**src/rtl/pwr_seq_pkg.sv**
```systemverilog
package pwr_seq_pkg;

  typedef enum logic [3:0] {
    ST_G3      = 4'd0,
    ST_SUS_ON  = 4'd1,
    ST_S4      = 4'd2,
    ST_MEM_UP  = 4'd3,
    ST_CORE_UP = 4'd4,
    ST_S0      = 4'd5,
    ST_SX      = 4'd6,
    ST_CORE_DN = 4'd7,
    ST_MEM_DN  = 4'd8
  } pwr_state_e;

endpackage

```
**src/rtl/pwr_seq_sync.sv**
```systemverilog
module pwr_seq_sync #(
  parameter int W      = 1,
  parameter int STAGES = 2
) (
  input  logic         clk,
  input  logic         rst,
  input  logic [W-1:0] d,
  output logic [W-1:0] q
);

  logic [W-1:0] chain [STAGES];

  for (genvar g = 0; g < STAGES; g++) begin : g_stage
    if (g == 0) begin : g_first
      always_ff @(posedge clk) begin
        if (rst) chain[g] <= '0;
        else     chain[g] <= d;
      end
    end else begin : g_next
      always_ff @(posedge clk) begin
        if (rst) chain[g] <= '0;
        else     chain[g] <= chain[g-1];
      end
    end
  end

  assign q = chain[STAGES-1];

endmodule

```
**src/rtl/pwr_seq_edge.sv**
```systemverilog
module pwr_seq_edge #(
  parameter int W = 1
) (
  input  logic         clk,
  input  logic         rst,
  input  logic [W-1:0] d,
  output logic [W-1:0] rise,
  output logic [W-1:0] fall
);

  logic [W-1:0] prev_q;

  always_ff @(posedge clk) begin
    if (rst) prev_q <= '0;
    else     prev_q <= d;
  end

  assign rise = d & ~prev_q;
  assign fall = ~d & prev_q;

endmodule

```
**src/rtl/pwr_seq_fsm.sv**
```systemverilog
module pwr_seq_fsm
  import pwr_seq_pkg::*;
#(
  parameter int N_SUS  = 3,
  parameter int N_CORE = 2,
  localparam int NR    = N_SUS + 1 + N_CORE
) (
  input  logic              clk,
  input  logic              rst,
  input  logic              wake_rise,
  input  logic              s4_lvl,
  input  logic              s4_rise,
  input  logic              s4_fall,
  input  logic              ack,
  input  logic              plat_n,
  input  logic              idle_n,
  input  logic              batt,
  input  logic [N_SUS-1:0]  sus_good,
  input  logic              mem_good,
  input  logic [N_CORE-1:0] core_good,
  input  logic [NR-1:0]     good_fall,
  output logic [N_SUS-1:0]  sus_en,
  output logic              mem_en,
  output logic [N_CORE-1:0] core_en,
  output logic              rsm_n,
  output logic              mem_pg,
  output logic              pg,
  output logic              batlow_n
);

  pwr_state_e st_q, st_d;
  logic       fault;
  logic       sus_on_d, mem_on_d, core_on_d, pg_d;
  logic       s4_ok;

  assign fault = |({core_en, mem_en, sus_en} & good_fall);
  assign s4_ok = rsm_n;

  always_comb begin
    st_d = st_q;
    case (st_q)
      ST_G3:      if (wake_rise && batt) st_d = ST_SUS_ON;
      ST_SUS_ON:  if (&sus_good) st_d = ST_S4;
      ST_S4: begin
        if (ack && !s4_lvl && s4_ok)   st_d = ST_G3;
        else if (s4_rise && s4_ok)     st_d = ST_MEM_UP;
      end
      ST_MEM_UP:  if (mem_good) st_d = ST_CORE_UP;
      ST_CORE_UP: if ((&core_good) && mem_good && (&sus_good)) st_d = ST_S0;
      ST_S0:      if (s4_fall && s4_ok) st_d = ST_SX;
      ST_SX: begin
        if (!plat_n && !idle_n)        st_d = ST_CORE_DN;
        else if (s4_rise && s4_ok)     st_d = ST_S0;
      end
      ST_CORE_DN: st_d = ST_MEM_DN;
      ST_MEM_DN:  st_d = ST_S4;
      default:    st_d = ST_G3;
    endcase
    if (fault) st_d = ST_G3;
  end

  always_comb begin
    sus_on_d  = (st_d != ST_G3);
    mem_on_d  = (st_d == ST_MEM_UP) || (st_d == ST_CORE_UP) || (st_d == ST_S0) ||
                (st_d == ST_SX) || (st_d == ST_CORE_DN) || (st_d == ST_MEM_DN);
    core_on_d = (st_d == ST_CORE_UP) || (st_d == ST_S0) ||
                (st_d == ST_SX) || (st_d == ST_CORE_DN);
    pg_d      = (st_d == ST_S0) || (st_d == ST_SX);
  end

  always_ff @(posedge clk) begin
    if (rst) begin
      st_q     <= ST_G3;
      sus_en   <= '0;
      mem_en   <= 1'b0;
      core_en  <= '0;
      rsm_n    <= 1'b0;
      mem_pg   <= 1'b0;
      pg       <= 1'b0;
      batlow_n <= 1'b0;
    end else begin
      st_q     <= st_d;
      sus_en   <= {N_SUS{sus_on_d}};
      mem_en   <= mem_on_d;
      core_en  <= {N_CORE{core_on_d}};
      rsm_n    <= sus_on_d && sus_good[0];
      mem_pg   <= mem_on_d && mem_good;
      pg       <= pg_d;
      batlow_n <= batt;
    end
  end

endmodule

```
**src/rtl/pwr_seq_ctrl.sv**
```systemverilog
module pwr_seq_ctrl
  import pwr_seq_pkg::*;
#(
  parameter int N_SUS       = 3,
  parameter int N_CORE      = 2,
  parameter int SYNC_STAGES = 2
) (
  input  logic              clk,
  input  logic              rst,
  input  logic              s4_req_n,
  input  logic              susp_off_ack,
  input  logic              plat_rst_n,
  input  logic              idle_req_n,
  input  logic              wake_req,
  input  logic              batt_ok,
  input  logic [N_SUS-1:0]  sus_good,
  input  logic              mem_good,
  input  logic [N_CORE-1:0] core_good,
  output logic [N_SUS-1:0]  sus_en,
  output logic              mem_en,
  output logic [N_CORE-1:0] core_en,
  output logic              rsm_rst_n,
  output logic              mem_pgood,
  output logic              vcca_pgood,
  output logic              core_pgood,
  output logic              batt_low_n
);

  localparam int NR = N_SUS + 1 + N_CORE;
  localparam int NH = 6;
  localparam int NI = NH + NR;

  logic [NI-1:0]     raw_in, syn_in;
  logic [NR-1:0]     good_s, good_rise_unused, good_fall;
  logic [1:0]        ev_s, ev_rise, ev_fall;
  logic              pg;

  assign raw_in = {core_good, mem_good, sus_good,
                   batt_ok, idle_req_n, plat_rst_n, susp_off_ack, s4_req_n, wake_req};

  pwr_seq_sync #(.W(NI), .STAGES(SYNC_STAGES)) u_sync (
    .clk (clk),
    .rst (rst),
    .d   (raw_in),
    .q   (syn_in)
  );

  assign ev_s   = syn_in[1:0];
  assign good_s = syn_in[NI-1:NH];

  pwr_seq_edge #(.W(2)) u_host_edge (
    .clk  (clk),
    .rst  (rst),
    .d    (ev_s),
    .rise (ev_rise),
    .fall (ev_fall)
  );

  pwr_seq_edge #(.W(NR)) u_rail_edge (
    .clk  (clk),
    .rst  (rst),
    .d    (good_s),
    .rise (good_rise_unused),
    .fall (good_fall)
  );

  pwr_seq_fsm #(.N_SUS(N_SUS), .N_CORE(N_CORE)) u_fsm (
    .clk       (clk),
    .rst       (rst),
    .wake_rise (ev_rise[0]),
    .s4_lvl    (syn_in[1]),
    .s4_rise   (ev_rise[1]),
    .s4_fall   (ev_fall[1]),
    .ack       (syn_in[2]),
    .plat_n    (syn_in[3]),
    .idle_n    (syn_in[4]),
    .batt      (syn_in[5]),
    .sus_good  (good_s[N_SUS-1:0]),
    .mem_good  (good_s[N_SUS]),
    .core_good (good_s[NR-1:N_SUS+1]),
    .good_fall ({good_fall[NR-1:N_SUS+1], good_fall[N_SUS], good_fall[N_SUS-1:0]}),
    .sus_en    (sus_en),
    .mem_en    (mem_en),
    .core_en   (core_en),
    .rsm_n     (rsm_rst_n),
    .mem_pg    (mem_pgood),
    .pg        (pg),
    .batlow_n  (batt_low_n)
  );

  assign vcca_pgood = pg;
  assign core_pgood = pg;

endmodule

```
**config.mk**
```make
export PLATFORM = sky130hd
export DESIGN_NAME = pwr_seq_ctrl
export DESIGN_NICKNAME = d
export VERILOG_FILES = /design/src/rtl/pwr_seq_pkg.sv /design/src/rtl/pwr_seq_sync.sv /design/src/rtl/pwr_seq_edge.sv /design/src/rtl/pwr_seq_fsm.sv /design/src/rtl/pwr_seq_ctrl.sv
export SDC_FILE = /design/constraint.sdc
export NUM_CORES = 1
export LEC_CHECK = 0
export CORE_MARGIN = 1
export CORE_UTILIZATION = 45
export DETAILED_ROUTE_END_ITERATION = 10
export PLACE_DENSITY = 0.77
export SETUP_SLACK_MARGIN = 0.02
export SLEW_MARGIN = 20
export SYNTH_ARGS = -nofsm -noshare
export SYNTH_HDL_FRONTEND = slang
export SYNTH_HIERARCHICAL = 1
export SYNTH_SLANG_ARGS = --single-unit
```
**constraint.sdc**
```tcl
create_clock -name clk -period 2.6 [get_ports clk]
set_input_delay 0.39 -clock clk [delete_from_list [all_inputs] [get_ports clk]]
set_output_delay 0.39 -clock clk [all_outputs]
set_load 0.05 [all_outputs]
```
==> run_results.csv <==
group,metric,value,unit
detailed_routing,drc,0,
die,die_w,61.9,um
pwr,pwr-share-seq,58.6,%
pwr,power.switching,230,uW
critical_path,cp_slowest_cell,"clkdlybuf4s50_1",
critical_path,cp-startpoint,"u_fsm/rsm_n",
synthesis,ys_warn_count,6,
global_route,grt_max_degree,34,
finish,multi_input_comb_area,678,um2
run_status,status,"finished, final reports clean",
detailed_routing,via_count,1089,
die,rows,21,
synthesis,syn_avg_cell_area,10.6,um2
clock_network,cts_root_buffer,"clkbuf_4",
pwr,power.density,606,nW/um2
clock_network,cts_buffers,5,
synthesis,syn_nets,166,
die,ioPinCount,25,
detailed_routing,firstDrtPassIters,4,
detailed_routing,wirelength,2450,um
clock_network,htreeDepth,2,
pwr,ir_drop,0.336,mV
global_route,overflow,0,
finish,fin_nets,189,
timing,fmax,0.496,GHz
timing,finalSetupTns,0,ps
clock_network,cts_resized,0,
detailed_routing,final_antenna_net_count,0,
global_route,grt_pass1_wl,4220,um
detailed_routing,via_per_inst,4.91,
pwr,p_int,945,uW
die,start_util,47.6,%
finish,syn2layout_area_growth,20.1,%
critical_path,path_cells,"clkdlybuf4s50_1",
die,dieArea,3830,um2
clock_network,cts_setup_buffers,0,
placement,portBuffers,24,
critical_path,cp_max_fo,7,
critical_path,cpLargestDelayFamily,"buffers and inverters",
finish,antenna_cells,0,
critical_path,path_class,"flop to primary output",
die,die_y,61.9,um
detailed_routing,drtIter0Drc,28,
timing,period_needed,2010,ps
flow_run,drv_cap,0,
worst_hold_path,hp-class,"flop to flop",
finish,fin_util,57.2,%
timing,finalCritPeriodShare,77.5,%
placement,dp.cells,214,
finish,regArea,861,um2
critical_path,rr_startpoint,"u_fsm/st_q[2]",
timing,rsz0062_at_grt,"false",
synthesis,syn_area,1610,um2
clock_network,cts.sinks,43,
finish,layout-drive-gt1-share,17.6,%
detailed_routing,wire_per_inst,11.0,um
critical_path,end_kind,"primary output",
finish,nFillCells,303,
pwr,p_leak,0.719,nW
critical_path,crit_path_start_kind,"flop",
placement,place_hpwl,1820,um
clock_network,cts_hold_buf,0,
timing,fin_worst_skew,8.36,ps
timing,slew_headroom,67.1,%
timing,worstMarginPinSlew,491,ps
critical_path,cpPeakStageDelay,840,ps
critical_path,critPathArrivalTime,1620,ps
critical_path,worstPathRequired,2210,ps
clock_network,clkLatencyLatePin,340,ps
pwr,swShare,19.6,%
timing,hold_viol_final,0,
pwr,p_comb_share,5.3,%
clock_network,cts_tree,"done",
global_route,first_global_vias,993,
placement,place.gp.congestion,0.853,
clock_network,cts.path.max_buffers,2,
global_route,track_usage,15.5,%
finish,stdcell_count,222,
timing,slew_viol_final,0,
worst_hold_path,min_from,"u_sync/chain[0][11]",
critical_path,critical_path_buf_inv_count,1,
global_route,antenna_found_initial,0,
die,core,3390,um2
synthesis,synthCells,152,
clock_network,clk_pin_slew,120,ps
timing,setup_violations,0,
pwr,clockPowerShare,36.1,%
-- final cells by class --
class	instances	share of cell area [%]
Sequential cell	43	44.4
Clock inverter	2	1.81
Timing Repair Buffer	25	12.8
Tap cell	46	2.97
Clock buffer	6	2.65
Inverter	2	0.387
Multi-Input combinational cell	98	35.0
-- layer usage --
layer	vias to the layer above	track usage (%)	wire length, um
met3	9	6.63	132
met1	494	19.3	1120
met4	0	7.62	65
met2	29	22.9	1130
met5	-	0	0
li1	557	-	-
-- layout by cell type (no fill, tap or decap), drive strengths merged, types with 3 or more instances in the layout --
cell type      instances
dfxtp                 43
nor2b                 41
clkbuf                 6
nor2                   5
and2b                  4
clkdlybuf4s50         24
a21oi                  5
nand2                  5
a31o                   3
nand3                  5
nand2b                 3
-- power groups by stage --
| stage | clock, mW | sequential, mW | combinational [mW] |
|---|---|---|---|
| after floorplan | 0 | 0.703 | 0.0363 |
| after global placement | 0 | 0.703 | 0.0613 |
| after detailed placement | 0 | 0.704 | 0.0629 |
| after CTS | 0.440 | 0.689 | 0.0633 |
| after global routing | 0.479 | 0.692 | 0.0688 |
| final | 0.425 | 0.688 | 0.0623 |
-- state kept, by name, indices dropped and copies added (netlist names) --
signal              flops
u_fsm/batlow_n          1
u_fsm/core_en           1
u_fsm/mem_en            1
u_fsm/mem_pg            1
u_fsm/pg                1
u_fsm/rsm_n             1
u_fsm/st_q              4
u_fsm/sus_en            1
u_host_edge/prev_q      2
u_rail_edge/prev_q      6
u_sync/chain           24
-- worst paths after layout --
check | endpoint | slack [ps] | cells past startpoint
worst max-delay path | rsm_rst_n | 590 | 1
worst min-delay path | u_sync/chain[1][11] | 440 | 1
worst max register to register | u_fsm/mem_pg | 750 | 5
worst min register to register | u_sync/chain[1][11] | 440 | 1
-- through the flow --
step	total power, mW	setup WS, ps	hold WS, ps	cell area [um2]
2_1_floorplan	0.739	825	411	1610
3_3_place_gp	0.764	808	417	1850
3_5_place_dp	0.767	776	421	1850
4_1_cts	1.19	561	448	1940
5_1_grt	1.24	477	471	1940
6_report	1.18	586	443	1940
Note: power is estimated with default switching activity, not from simulation.
